--- src/rtl/ubt_pkg.sv ---
package ubt_pkg;

  typedef enum logic [1:0] {
    M_TRANSP  = 2'd0,
    M_CLOCKED = 2'd1,
    M_INHIBIT = 2'd2
  } path_mode_e;

  typedef struct packed {
    logic lat_en;
    logic clk_en_n;
    logic pclk;
  } path_ctl_t;

  function automatic path_mode_e decode_mode(input logic lat_en, input logic clk_en_n);
    if (lat_en)        return M_TRANSP;
    else if (clk_en_n) return M_INHIBIT;
    else               return M_CLOCKED;
  endfunction

endpackage

--- src/rtl/ubt_rst_sync.sv ---
module ubt_rst_sync #(
  parameter int STAGES = 2
) (
  input  logic clk,
  input  logic rst_n,
  output logic rst_s
);
  logic [STAGES-1:0] sync_q;

  always_ff @(posedge clk or negedge rst_n) begin
    if (!rst_n) sync_q <= '0;
    else        sync_q <= {sync_q[STAGES-2:0], 1'b1};
  end

  assign rst_s = sync_q[STAGES-1];
endmodule

--- src/rtl/ubt_oe_arb.sv ---
module ubt_oe_arb (
  input  logic run,
  input  logic ab_oe_n,
  input  logic ba_oe_n,
  output logic ab_drv,
  output logic ba_drv,
  output logic conflict
);
  always_comb begin
    ab_drv   = run & ~ab_oe_n;
    ba_drv   = run & ~ba_oe_n & ab_oe_n;
    conflict = run & ~ab_oe_n & ~ba_oe_n;
  end
endmodule

--- src/rtl/ubt_clk_buf.sv ---
module ubt_clk_buf (
  input  logic ab_clk,
  input  logic clko_in,
  input  logic ab_drv,
  input  logic ba_drv,
  output logic clko_out,
  output logic clko_oe,
  output logic clki_out,
  output logic clki_oe
);
  always_comb begin
    clko_out = ab_clk;
    clko_oe  = ab_drv;
    clki_out = clko_in;
    clki_oe  = ba_drv;
  end
endmodule

--- src/rtl/ubt_path.sv ---
module ubt_path
  import ubt_pkg::*;
#(
  parameter int W = 17
) (
  input  logic           clk,
  input  logic           rst_n,
  input  path_ctl_t      ctl,
  input  logic           drv_en,
  input  logic [W-1:0]   d_in,
  output logic [W-1:0]   q_out,
  output logic           q_oe
);
  path_mode_e   mode;
  logic         pclk_q;
  logic         pclk_rise;
  logic         load;
  logic [W-1:0] st_q;

  // next-state decisions
  always_comb begin
    mode      = decode_mode(ctl.lat_en, ctl.clk_en_n);
    pclk_rise = ctl.pclk & ~pclk_q;
    load      = (mode == M_TRANSP) | ((mode == M_CLOCKED) & pclk_rise);
  end

  // previous path-clock sample; reset high so a clock already high is no edge
  always_ff @(posedge clk or negedge rst_n) begin
    if (!rst_n) pclk_q <= 1'b1;
    else        pclk_q <= ctl.pclk;
  end

  // storage word, one enabled flop per bit
  for (genvar i = 0; i < W; i++) begin : g_bit
    always_ff @(posedge clk or negedge rst_n) begin
      if (!rst_n)    st_q[i] <= 1'b0;
      else if (load) st_q[i] <= d_in[i];
    end
  end

  always_comb begin
    q_out = (mode == M_TRANSP) ? d_in : st_q;
    q_oe  = drv_en;
  end
endmodule

--- src/rtl/ubt_xcvr.sv ---
module ubt_xcvr
  import ubt_pkg::*;
#(
  parameter int W          = 17,
  parameter int RST_STAGES = 2
) (
  input  logic         clk,
  input  logic         rst_n,
  input  logic [W-1:0] a_in,
  input  logic [W-1:0] b_in,
  input  logic         ab_lat_en,
  input  logic         ab_clk_en_n,
  input  logic         ab_clk,
  input  logic         ab_oe_n,
  input  logic         ba_lat_en,
  input  logic         ba_clk_en_n,
  input  logic         ba_clk,
  input  logic         ba_oe_n,
  input  logic         clko_in,
  output logic [W-1:0] b_out,
  output logic         b_oe,
  output logic [W-1:0] a_out,
  output logic         a_oe,
  output logic         clko_out,
  output logic         clko_oe,
  output logic         clki_out,
  output logic         clki_oe,
  output logic         conflict_err
);
  logic      rst_s;
  logic      ab_drv;
  logic      ba_drv;
  path_ctl_t ab_ctl;
  path_ctl_t ba_ctl;

  assign ab_ctl = '{lat_en: ab_lat_en, clk_en_n: ab_clk_en_n, pclk: ab_clk};
  assign ba_ctl = '{lat_en: ba_lat_en, clk_en_n: ba_clk_en_n, pclk: ba_clk};

  ubt_rst_sync #(.STAGES(RST_STAGES)) u_rst (
    .clk   (clk),
    .rst_n (rst_n),
    .rst_s (rst_s)
  );

  ubt_oe_arb u_arb (
    .run      (rst_s),
    .ab_oe_n  (ab_oe_n),
    .ba_oe_n  (ba_oe_n),
    .ab_drv   (ab_drv),
    .ba_drv   (ba_drv),
    .conflict (conflict_err)
  );

  ubt_path #(.W(W)) u_ab (
    .clk    (clk),
    .rst_n  (rst_s),
    .ctl    (ab_ctl),
    .drv_en (ab_drv),
    .d_in   (a_in),
    .q_out  (b_out),
    .q_oe   (b_oe)
  );

  ubt_path #(.W(W)) u_ba (
    .clk    (clk),
    .rst_n  (rst_s),
    .ctl    (ba_ctl),
    .drv_en (ba_drv),
    .d_in   (b_in),
    .q_out  (a_out),
    .q_oe   (a_oe)
  );

  ubt_clk_buf u_cbuf (
    .ab_clk   (ab_clk),
    .clko_in  (clko_in),
    .ab_drv   (ab_drv),
    .ba_drv   (ba_drv),
    .clko_out (clko_out),
    .clko_oe  (clko_oe),
    .clki_out (clki_out),
    .clki_oe  (clki_oe)
  );
endmodule

--- config.mk ---
export PLATFORM = sky130hd
export DESIGN_NAME = ubt_xcvr
export DESIGN_NICKNAME = d
export VERILOG_FILES = /design/src/rtl/ubt_pkg.sv /design/src/rtl/ubt_rst_sync.sv /design/src/rtl/ubt_oe_arb.sv /design/src/rtl/ubt_clk_buf.sv /design/src/rtl/ubt_path.sv /design/src/rtl/ubt_xcvr.sv
export SDC_FILE = /design/constraint.sdc
export NUM_CORES = 1
export LEC_CHECK = 0
export ABC_AREA = 1
export BUFFER_PORTS_ARGS = -buffer_cell sky130_fd_sc_hd__buf_4
export CAP_MARGIN = 20
export CORE_UTILIZATION = 43
export DETAILED_ROUTE_END_ITERATION = 7
export GPL_TIMING_DRIVEN = 0
export PLACE_DENSITY_LB_ADDON = 0.3
export RECOVER_POWER = 50
export SLEW_MARGIN = 20
export SYNTH_ARGS = -nofsm -noshare
export SYNTH_HDL_FRONTEND = slang
export SYNTH_SLANG_ARGS = --single-unit
--- constraint.sdc ---
create_clock -name clk -period 1.8 [get_ports clk]
set_input_delay 0.36 -clock clk [delete_from_list [all_inputs] [get_ports clk]]
set_output_delay 0.36 -clock clk [all_outputs]
set_load 0.02 [all_outputs]
## After elaboration in Yosys (flattened, before gate mapping)

Index checks and enable logic that the tools add are counted.

- Add/subtract/negate cells: 0
- Multipliers: 0
- Div/mod/pow operators: 0
- Magnitude comparators: 0
- Equal/unequal tests: 2
- Shifts and indexed selects: 0
- Multiplexer cells: 6
- Bitwise operators: 14
- Reduce and logical (&&, ||, !) cells: 2

Operators by type and width:

| operator | number |
|---|---|
| 2-to-1 mux 17 bit | 2 |
| AND 1 bit | 8 |
| 2-to-1 mux 2 bit | 4 |
| == test 2 x 1 -> 1 bit, second input constant | 2 |
| zero test 2 bit | 2 |
| inverter 1 bit | 4 |
| bitwise OR 1 bit | 2 |

- Register bits after elaboration: 38
- Latch bits: 0
- Bits in writable memories: 0
- Bits in read-only memories: 0
- Output and inout port bits: 41
- Memories: 0

## Logic depth before layout (Yosys ltp)

Gate-level depths: netlist of the first run.

- Depth after elaboration: 5
- Gate-level depth with buffers: 6
- Depth with buffers taken out: 5

## Modules after synthesis

Synthesis of the first run repeated with hierarchy kept, for this count alone.

- Cell total of the unflattened synthesis: 278
- Area total of the unflattened synthesis: 2,102.0 um^2

By module, submodules not included:

| module | times used | cells an instance | area each (um^2) | sequential area each (um^2) |
|---|---|---|---|---|
| ubt_path (u_ba) | 1 | 132 | 1,009.7 | 451.7 |
| ubt_path (u_ab) | 1 | 132 | 982.2 | 451.7 |
| ubt_rst_sync | 1 | 3 | 53.8 | 50.0 |
| ubt_clk_buf | 1 | 4 | 30.0 | 0.0 |
| ubt_oe_arb | 1 | 7 | 26.3 | 0.0 |

## Worst setup path after synthesis of the first run

OpenSTA, ideal clock, no wires.

- Kind: register -> output
- Start: reg u_rst.sync_q[1]
- End: out clko_oe
- Arrival time: 1,809 ps
- Required time: 1,440 ps
- Slack: -369 ps
- Cell stages (with the launch flop): 4
- Cell sequence: dfrtp_1 -> inv_1 -> nor2_1 -> buf_4

- Cells in the longest elaborated chain, start to end: 1

Ends and longest elaborated chain:

| what | line | source |
|---|---|---|
| from (decl) | ubt_rst_sync.sv:8 | `logic [STAGES-1:0] sync_q;` |
| from (signal assigned) | ubt_rst_sync.sv:12 | `else sync_q <= {sync_q[STAGES-2:0], 1'b1};` |
| AND 1 bit | ubt_oe_arb.sv:10 | `ab_drv = run & ~ab_oe_n;` |
| to (decl) | ubt_xcvr.sv:25 | `output logic clko_oe,` |

No other way between the ends.

## Final worst setup path of the first run

Ends and elaborated chain as after synthesis.

==> key figures, run 1 <==
Critical path
  – Setup crit start kind: flip-flop
  – Reg2reg end: u_ba.st_q[6]$_DFFE_PN0P_
  – Slowest CP cell: dfrtp_4
  – Critical path data arrival time: 1.27 ns
  – Worst path cell trace: inv_1 -> nor2_1 -> buf_4 -> buf_4
  – Kind of end point of the critical path: output port
  – Worst-path fanout max: 11
  – Critical Path RT: 1.44 ns
  – Most used cell, CP: buf_4
  – CP peak stage delay: 0.56 ns
  – Worst R2R Path Depth: 6
  – Internal reg-to-reg setup slack: 0.22 ns
  – Crit Path Category: flip-flop to output port
  – R2R Path Start: u_ba.pclk_q$_DFF_PN1_

CTS
  – Clk_lat worst skew: between 0.2 and 0.3 ns
  – H-tree depth: 2
  – Clock Sinks: 38
  – CTS buffer count: 5
  – Clock Tree Root: clkbuf_8
  – CTS tree: yes
  – Post-CTS Resized: 0
  – Clock transition at path regs: ~0.08 ns
  – Clock buffer depth: 2

STA
  – Final period util: 90.4%
  – Setup-failing EPs final: 0
  – Hold WS: between 0.15 and 0.2 ns
  – Max-slew headroom: 29.7%
  – Worst Tran Pin Value: 1.05 ns
  – Worst setup margin: 0.172 ns
  – Total negative slack: 0 ns
  – Final min period: about 1.6 ns
  – Skew final: between 0.008 and 0.009 ns
  – Final Hold Vio Count: 0
  – Fmax: 0.614 GHz
  – Count of final max-slew check failures: 0
  – RSZ-0062 raised after global routing: false

GRT
  – Congestion Overflow GR: 0
  – Number of global-route vias before repair: 1905
  – First-pass GRT wire length: ~8500 um
  – All-Layer GR Usage: about a fifth
  – Largest net degree at the start of global routing: 21
  – Antenna violations before repair: 0

Pwr
  – Seq pwr share: 42.8%
  – Leak: 1.64 nW
  – Sw power: 0.679 mW
  – Pwr Density: between 700 and 800 nW/um^2
  – Int Pwr: roughly 1.6 mW
  – Total Power: 2.29 mW
  – Worst vdd ir: between 0.4 and 0.5 mV
  – Clock share of power: just over 30%
  – Sw Ratio: about 30%
  – Comb power frac: 26.2%

Floorplan
  – Core area: around 4700 sq um
  – DIE WIDTH: 72 um
  – Die height: between 70 and 80 um
  – Die area: 5180 sq um
  – IO Count: 86
  – Starting density of the core: approximately 45%
  – Number of cell rows: 25

Detailed routing
  – Drt first pass iters: 4
  – Routed Antenna Nets: 0
  – DR WL/cell: 11.4 um
  – Wirelength, routed: about 4900 um
  – Vias/cell: 4.63
  – Vias: 2010
  – DR iter-0 viols: 93
  – Post-route DRC: 0

Yosys
  – Yosys warns: 0
  – Synthesized area: 2110 sq um
  – Mapped Nets: 319
  – Synth Instances: 274
  – Sequential-to-total area share from yosys stat: 45.2%
  – Distinct cells, synth: 17
  – Synth Register Bits: 38
  – Synth Area per Inst: 7.69 sq um

Layout
  – Design area: 2880 sq um
  – Layout Area Growth over Synthesis: 36.5%
  – N_diodes: 0
  – Fin nets: 411
  – Layout cell share with drive strength beyond 1: roughly 37%
  – Most common cell after layout, fill and taps aside: nand2_1
  – Final core utilization: 60.9%
  – Commonest cells after routing, fill and taps aside: nand2_1, buf_4, dfrtp_1
  – Fin cells: ~430

Placed design
  – Gpl congestion: 0.759
  – Cells after DPL: 423
  – Number of port buffers: 82
  – Placed cell areas: 2810 sq um
  – Dpl ws: 0.162 ns
  – DP HPWL: roughly 3500 um

Run status
  – Status: complete, no violations

Flow run
  – Max cap viols: 0

Worst hold path
  – Hold WC Path Type: flip-flop to asynchronous set/reset pin
[Yosys cell counts]
cell / count / area share, %
nand2_1: 144 / 26
dfrtp_1: 36 / 43
nand3_1: 34 / 8.1
nand2_2: 27 / 8.0
buf_4: 9 / 3.2
buf_2: 4 / 0.95
buf_6: 3 / 1.6
buf_12: 2 / 1.9
dfstp_2: 2 / 2.5
inv_6: 2 / 0.83
nand2_4: 2 / 1.1
nand2_8: 2 / 1.9
nor2_1: 2 / 0.36
nor2_2: 2 / 0.59
conb_1: 1 / 0.18
inv_1: 1 / 0.18
nor3_1: 1 / 0.24
[metal layers]
metal	vias up	track usage [%]	routed length [um]
met3	5	3.89	216
met5	-	0	0
met2	61	36.2	2540
met4	0	5.88	40
li1	1028	-	-
met1	916	26.0	2140
[how the worst max path moves through the flow]
stage,to,start,depth (start not counted)
floorplan,clko_oe,u_rst.sync_q[1]$_DFF_PN0_,3
global placement,clko_oe,u_rst.sync_q[1]$_DFF_PN0_,4
detailed placement,clko_oe,u_rst.sync_q[1]$_DFF_PN0_,4
CTS,clko_oe,u_rst.sync_q[1]$_DFF_PN0_,4
global route,clko_oe,u_rst.sync_q[1]$_DFF_PN0_,4
finish,clko_oe,u_rst.sync_q[1]$_DFF_PN0_,4
[sequential cells by signal (all words and copies together), names as in the netlist]
| name | cells |
|---|---|
| u_ba.st_q | 17 |
| u_ba.pclk_q | 1 |
| u_ab.pclk_q | 1 |
| u_ab.st_q | 17 |
| u_rst.sync_q | 2 |
[area by class of cell]
| cell class | count | area, sq um |
|---|---|---|
| Inverter | 3 | 21.3 |
| Clock inverter | 3 | 40.0 |
| Clock buffer | 5 | 68.8 |
| Fill cell | 451 | 1850 |
| Sequential cell | 38 | 957 |
| Timing Repair Buffer | 85 | 622 |
| Buffer | 18 | 161 |
| Multi-Input combinational cell | 215 | 921 |
| Tap cell | 67 | 83.8 |
[worst max-delay path, delay by kind of cell, from the launching register on]
| family | cells | cell delay, ns |
|---|---|---|
| DFF | 1 | 0.56 |
| buffers and inverters | 3 | 0.36 |
| and+or+nand+nor | 1 | 0.05 |
[cells by family after synthesis]
kind of cell,count (synthesis),share of synthesized area [%]
buffers and inverters,21,8.67
other,1,0.178
DFF,38,45.2
and+or+nand+nor,214,45.9
[what timing repair did]
| action | 4_1_cts | 5_1_grt |
|---|---|---|
| endpoints found under the setup margin | 5 | 4 |
| buffers inserted | 1 | 1 |
| pin swaps | 0 | 0 |
| hold buffers | 1 | 0 |
| endpoints found under the hold margin | 2 | 0 |
[power by group through the flow]
stage	sequential, mW	clock [mW]	combinational, mW
CTS	0.987	0.729	0.623
floorplan	0.995	0	0.356
global placement	1.01	0	0.597
finish	0.981	0.710	0.602
global route	0.992	0.767	0.663
detailed placement	1.01	0	0.607
(Power assumes the default switching activity.)
==> run 2: changes to the inputs <==
--- a/config.mk
+++ b/config.mk
@@ -8,7 +8,9 @@
 export ABC_AREA = 1
 export BUFFER_PORTS_ARGS = -buffer_cell sky130_fd_sc_hd__buf_4
 export CAP_MARGIN = 20
-export CORE_UTILIZATION = 43
+export CELL_PAD_IN_SITES_DETAIL_PLACEMENT = 1
+export CELL_PAD_IN_SITES_GLOBAL_PLACEMENT = 2
+export CORE_UTILIZATION = 23
 export DETAILED_ROUTE_END_ITERATION = 7
 export GPL_TIMING_DRIVEN = 0
 export PLACE_DENSITY_LB_ADDON = 0.3
==> run 2 against run 1 <==
Against the previous run: the flow now finishes with violations (DRC); largest power group unchanged; non-clock buffer count unchanged; die area is 84% higher; critical path type unchanged; utilization fell by 27 points; clock-buffer cell count rose by 1.
==> key figures, run 2 (same netlist as run 1, synthesis figures left out) <==
Placed design
  – Dpl ws: 0.121 ns (was 0.162 ns)
  – Number of port buffers: 82 (unchanged)
  – Gpl congestion: 0.718 (was 0.759)
  – DP HPWL: 4290 um (was 3530 um)

GRT
  – Number of global-route vias before repair: 2087 (was 1905)
  – All-Layer GR Usage: 13.6% (was 20.6%)
  – First-pass GRT wire length: 10400 um (was 8510 um)
  – Antenna violations before repair: 0 (unchanged)
  – Largest net degree at the start of global routing: 20 (was 21)
  – Congestion Overflow GR: 0 (unchanged)

Critical path
  – Setup crit start kind: flip-flop (unchanged)
  – Crit path to: clko_oe (unchanged)
  – R2R Path Start: u_ba.pclk_q$_DFF_PN1_ (unchanged)
  – Reg2reg end: u_ba.st_q[2]$_DFFE_PN0P_ (was u_ba.st_q[6]$_DFFE_PN0P_)
  – Worst-path fanout max: 11 (unchanged)
  – Worst R2R Path Depth: 6 (unchanged)
  – Internal reg-to-reg setup slack: 0.20 ns (was 0.22 ns)
  – Crit Path Category: flip-flop to output port (unchanged)
  – Kind of end point of the critical path: output port (unchanged)
  – Worst Setup SP: u_rst.sync_q[1]$_DFF_PN0_ (unchanged)
  – Critical path data arrival time: 1.29 ns (was 1.27 ns)
  – Critical Path RT: 1.44 ns (about the same)

CTS
  – Clock Sinks: 38 (unchanged)
  – Post-CTS Resized: 0 (unchanged)
  – H-tree depth: 2 (unchanged)
  – CTS buffer count: 5 (unchanged)
  – CTS tree: yes (unchanged)
  – Clock Tree Root: clkbuf_8 (unchanged)
  – Clock transition at path regs: 0.08 ns (about the same)
  – Clk_lat worst skew: 0.29 ns (about the same)
  – Clock buffer depth: 2 (unchanged)

Detailed routing
  – DR WL/cell: 12.7 um (was 11.4 um)
  – Wirelength, routed: 6010 um (was 4940 um)
  – Post-route DRC: 14 (was 0)
  – Vias/cell: 4.20 (was 4.63)
  – DR iter-0 viols: 37 (was 93)
  – Vias: 1997 (was 2010)
  – Routed Antenna Nets: 0 (unchanged)
  – Drt first pass iters: 6 (was 4)

STA
  – Worst Tran Pin Value: 1.06 ns (was 1.05 ns)
  – Skew final: 0.00411 ns (was 0.00849 ns)
  – Count of final max-slew check failures: 0 (unchanged)
  – Fmax: 0.606 GHz (was 0.614 GHz)
  – Total negative slack: 0 ns (unchanged)
  – Setup-failing EPs final: 0 (unchanged)
  – Final period util: 91.6% (was 90.4%)
  – Final Hold Vio Count: 0 (unchanged)
  – RSZ-0062 raised after global routing: false (unchanged)
  – Final min period: 1.65 ns (was 1.63 ns)
  – Max-slew headroom: 29.1% (was 29.7%)
  – Worst setup margin: 0.151 ns (was 0.172 ns)

Layout
  – Commonest cells after routing, fill and taps aside: nand2_1, buf_4, dfrtp_1 (unchanged)
  – Fin nets: 411 (unchanged)
  – Layout Area Growth over Synthesis: 39.7% (was 36.5%)
  – Most common cell after layout, fill and taps aside: nand2_1 (unchanged)
  – N_diodes: 0 (unchanged)
  – Regs by FF count: u_ab.st_q x17, u_ba.st_q x17, u_rst.sync_q x2 (unchanged)
  – Fillcell total: 1137 (was 451)
  – Layout cell share with drive strength beyond 1: 37.3% (unchanged)

Worst hold path
  – Hold WC Path Type: input pin to flip-flop (was flip-flop to asynchronous set/reset pin)

Floorplan
  – Core area: 8810 sq um (was 4720 sq um)
  – DIE WIDTH: 97.7 um (was 72 um)
  – Die height: 97.7 um (was 72 um)
  – IO Count: 86 (unchanged)
  – Starting density of the core: 23.9% (was 44.6%)
  – Die area: 9550 sq um (was 5180 sq um)
  – Number of cell rows: 34 (was 25)

Run status
  – Status: finished with violations (was complete, no violations)
  – Failing checks: DRC

Pwr
  – Worst vdd ir: 0.350 mV (was 0.449 mV)
  – Leak: 1.64 nW (about the same)
  – Pwr Density: 846 nW/um^2 (was 797 nW/um^2)

Flow run
  – Max cap viols: 0 (unchanged)
-- run 2: cell types whose count changed in the layout (fill, tap and decap cells not counted), sizes merged --
cell / delta
bufinv: +1
buf: -1
clkinv: -2
clkbuf: +2
-- run 2: worst min path at each step --
stage,from,depth (start not counted),slack [ns],endpoint
2_1_floorplan,rst_n,0,0.06,u_rst.sync_q[0]$_DFF_PN0_
3_3_place_gp,rst_n,1,0.14,u_rst.sync_q[0]$_DFF_PN0_
3_5_place_dp,rst_n,1,0.15,u_rst.sync_q[0]$_DFF_PN0_
4_1_cts,u_rst.sync_q[1]$_DFF_PN0_,0,0.18,u_ba.st_q[11]$_DFFE_PN0P_
5_1_grt,ba_clk,1,0.14,u_ba.pclk_q$_DFF_PN1_
6_report,ba_clk,1,0.16,u_ba.pclk_q$_DFF_PN1_
-- run 2: layout make-up --
class,count,area (sq um),area share (%)
clock inverters,2,60.1,2.04
flip-flops and latches,38,957,32.5
plain buffers,18,149,5.06
inverters,3,21.3,0.722
repair buffers,85,618,21.0
multi-input cells,215,921,31.3
well taps,108,135,4.59
clock buffers,6,82.6,2.80
-- run 2: routing by layer --
metal  share of wire (%)  track usage, %
met1                  46            17.3
met2                  47            23.0
met3                 5.3            3.53
met4                0.91            3.15
met5                   0               0
-- run 2: repair_timing --
item | CTS | global route
hold buffers | 1 | 0
hold endpoints to repair | 2 | 0
setup endpoints to repair | 5 | 0
setup buffers | 2 | 0
-- run 2: power by group --
part           internal [mW]  switching (mW)
Combinational          0.264           0.340
Clock                  0.591           0.313
Sequential             0.936          0.0463
Total                   1.79           0.700
-- run 2: metrics by stage --
step	util (%)	cells	area, sq um	total power, mW	hold slack, ns
finish	33.4	475	2940	2.49	0.162
global route	33.4	475	2940	2.64	0.145
CTS	34.5	475	3040	2.57	0.184
detailed placement	32.5	464	2860	1.63	0.148
global placement	32.5	464	2860	1.62	0.145
floorplan	-	274	2110	1.35	0.0644
-- run 2: worst max-delay path: stages, from the launching register on --
cell     delay [ns]
dfrtp_4        0.52
inv_1          0.07
nor2_1         0.15
buf_4          0.13
buf_4          0.12
==> run 3: changes to the inputs <==
--- a/config.mk
+++ b/config.mk
@@ -10,7 +10,7 @@
 export CAP_MARGIN = 20
 export CELL_PAD_IN_SITES_DETAIL_PLACEMENT = 1
 export CELL_PAD_IN_SITES_GLOBAL_PLACEMENT = 2
-export CORE_UTILIZATION = 23
+export CORE_UTILIZATION = 28
 export DETAILED_ROUTE_END_ITERATION = 7
 export GPL_TIMING_DRIVEN = 0
 export PLACE_DENSITY_LB_ADDON = 0.3
==> constraint.sdc (replaced) <==
create_clock -name clk -period 2 [get_ports clk]
set_input_delay 0.4 -clock clk [delete_from_list [all_inputs] [get_ports clk]]
set_output_delay 0.4 -clock clk [all_outputs]
set_load 0.02 [all_outputs]
==> run 3 against run 2 <==
Against the previous run: first-iteration DRC count is 54% lower; sequential share of layout area increased by 0.63 points; non-clock buffer count shrank 1; sequential power fell by 9.6%; register-to-register slack improved by 0.13 ns; clock-buffer cell count fell by 1; clock power is 29% lower; the flow now finishes without violations; utilization grew 6.4 points.
==> key figures, run 3 (same netlist as run 1, synthesis figures left out) <==
Run status
  – Status: complete, no violations (was finished with violations)

Worst hold path
  – Hold WC Path Type: input pin to flip-flop (unchanged)
  – Worst Hold Launch: ba_clk (unchanged)

Critical path
  – Setup crit start kind: flip-flop (unchanged)
  – Kind of end point of the critical path: output port (unchanged)
  – Worst-path fanout max: 20 (was 11)
  – R2R Path Start: u_ba.pclk_q$_DFF_PN1_ (unchanged)
  – Critical Path RT: 1.60 ns (was 1.44 ns)
  – Critical path data arrival time: 1.38 ns (was 1.29 ns)
  – Worst Setup SP: u_rst.sync_q[1]$_DFF_PN0_ (unchanged)
  – Crit Path Category: flip-flop to output port (unchanged)

Pwr
  – Pwr Density: 718 nW/um^2 (was 846 nW/um^2)
  – Leak: 1.63 nW (was 1.64 nW)
  – Total Power: 2.07 mW (was 2.49 mW)
  – Worst vdd ir: 0.256 mV (was 0.350 mV)

Floorplan
  – IO Count: 86 (unchanged)
  – Number of cell rows: 31 (was 34)
  – Die height: 88.7 um (was 97.7 um)
  – Die area: 7880 sq um (was 9550 sq um)
  – Starting density of the core: 29.0% (was 23.9%)
  – DIE WIDTH: 88.7 um (was 97.7 um)
  – Core area: 7250 sq um (was 8810 sq um)

CTS
  – Clock Sinks: 38 (unchanged)
  – Clock Tree Root: clkbuf_8 (unchanged)
  – CTS tree: yes (unchanged)
  – H-tree depth: 2 (unchanged)
  – Clock buffer depth: 2 (unchanged)
  – Clock transition at path regs: 0.08 ns (about the same)
  – Clk_lat worst skew: 0.29 ns (about the same)
  – CTS buffer count: 5 (unchanged)

Layout
  – Commonest cells after routing, fill and taps aside: nand2_1, buf_4, dfrtp_1 (unchanged)
  – Fin cells: 465 (was 475)
  – FF/Latch Area: 957 sq um (unchanged)
  – Final core utilization: 39.8% (was 33.4%)
  – Multi-input gate area: 916 sq um (was 921 sq um)
  – Most common cell after layout, fill and taps aside: nand2_1 (unchanged)
  – Fin nets: 410 (was 411)
  – Layout Area Growth over Synthesis: 37.1% (was 39.7%)
  – Fillcell total: 955 (was 1137)
  – N_diodes: 0 (unchanged)
  – Regs by FF count: u_ab.st_q x17, u_ba.st_q x17, u_rst.sync_q x2 (unchanged)
  – Layout cell share with drive strength beyond 1: 36.9% (was 37.3%)

Detailed routing
  – Routed Antenna Nets: 0 (unchanged)
  – Routed wl met3: 361 um (was 319 um)
  – Drt first pass iters: 4 (was 6)
  – Wirelength, routed: 5930 um (was 6010 um)
  – Metal2 WL: 2960 um (was 2860 um)
  – Vias: 2038 (was 1997)
  – DR WL/cell: 12.7 um (about the same)
  – Highest Signal Layer: met4 (unchanged)
  – Post-route DRC: 0 (was 14)
  – DR iter-0 viols: 17 (was 37)
  – Metal-1 WL: 2560 um (was 2780 um)
  – Vias/cell: 4.38 (was 4.20)

Flow run
  – Max cap viols: 0 (unchanged)

STA
  – Worst setup margin: 0.220 ns (was 0.151 ns)
  – Count of final max-slew check failures: 0 (unchanged)
  – RSZ-0062 raised after global routing: false (unchanged)
  – Final period util: around nine tenths
  – Fmax: between 0.5 and 0.6 GHz
  – Worst Tran Pin Value: 1.20 ns (was 1.06 ns)
  – Final min period: around 1.8 ns
  – Skew final: 0.00575 ns (was 0.00411 ns)
  – Total negative slack: 0 ns (unchanged)
  – Final Hold Vio Count: 0 (unchanged)
  – Setup-failing EPs final: 0 (unchanged)
  – Max-slew headroom: 19.9% (was 29.1%)

GRT
  – Congestion Overflow GR: 0 (unchanged)
  – All-Layer GR Usage: 16.0% (was 13.6%)
  – First-pass GRT wire length: 9660 um (was 10400 um)
  – Antenna violations before repair: 0 (unchanged)
  – Number of global-route vias before repair: 2004 (was 2087)
  – Largest net degree at the start of global routing: 21 (was 20)

Placed design
  – DP HPWL: 4240 um (was 4290 um)
  – Cells after DPL: 455 (was 464)
  – Dpl ws: 0.0707 ns (was 0.121 ns)
  – Number of port buffers: 82 (unchanged)
  – Gpl congestion: 0.684 (was 0.718)
-- run 3: cell types whose count changed in the layout (fill, tap and decap cells not counted) --
cell / before / now
nor2_2: 1 / 0
nor2_1: 3 / 4
clkbuf_8: 6 / 5
buf_4: 86 / 87
clkbuf_4: 2 / 0
clkbuf_1: 6 / 5
bufinv_16: 2 / 1
clkbuf_2: 0 / 1
clkinv_2: 0 / 2
nand2_1: 148 / 149
nand2_2: 27 / 26
-- run 3: final cells by class --
type / instances / share of cell area [%]
clock buffer: 5 / 2.38
timing repair buffer: 84 / 21.3
clock inverter: 3 / 1.39
multi-input combinational: 215 / 31.7
buffer: 18 / 5.07
inverter: 3 / 0.737
tap: 99 / 4.29
sequential: 38 / 33.1
-- run 3: path summary, 6_finish.rpt --
path                                             end  slack (ns)  cells after the start
max                                          clko_oe        0.22                      4
min                            u_ba.pclk_q$_DFF_PN1_        0.20                      1
max reg2reg                u_ba.st_q[16]$_DFFE_PN0P_        0.33                      6
min reg2reg                u_ba.st_q[15]$_DFFE_PN0P_        0.22                      0
max in group asynchronous   u_ba.st_q[2]$_DFFE_PN0P_        0.39                      1
min in group asynchronous  u_ba.st_q[15]$_DFFE_PN0P_        0.22                      0
-- run 3: power by group --
group	total (mW)	switching, mW	leakage [nW]	internal [mW]
Combinational	0.538	0.302	1.11	0.237
Clock	0.646	0.279	0.0579	0.367
Sequential	0.888	0.0458	0.455	0.842
-- run 3: routing by layer --
metal | vias up | global-route usage, %
li1 | 1021 | -
met1 | 959 | 19.2
met2 | 52 | 29.1
met3 | 6 | 3.73
met4 | 0 | 3.08
met5 | - | 0
-- run 3: per-stage QoR --
step	hold slack [ns]	cell area, sq um
final	0.198	2890
after CTS	0.220	3000
after detailed placement	0.185	2850
after global routing	0.198	2890
after floorplan	0.104	2110
after global placement	0.183	2850
-- run 3: critical path, stage by stage, from the launching register on --
cell and delay, ns:
dfrtp_4 0.61, inv_1 0.09, nor2_1 0.13, buf_4 0.12
buf_4 0.12
-- run 3: timing repair --
action / CTS / global route
hold buffers: 1 / 0
resized for setup: 1 / 0
setup endpoints to repair: 5 / 0
setup buffers: 1 / 0
hold endpoints to repair: 2 / 0
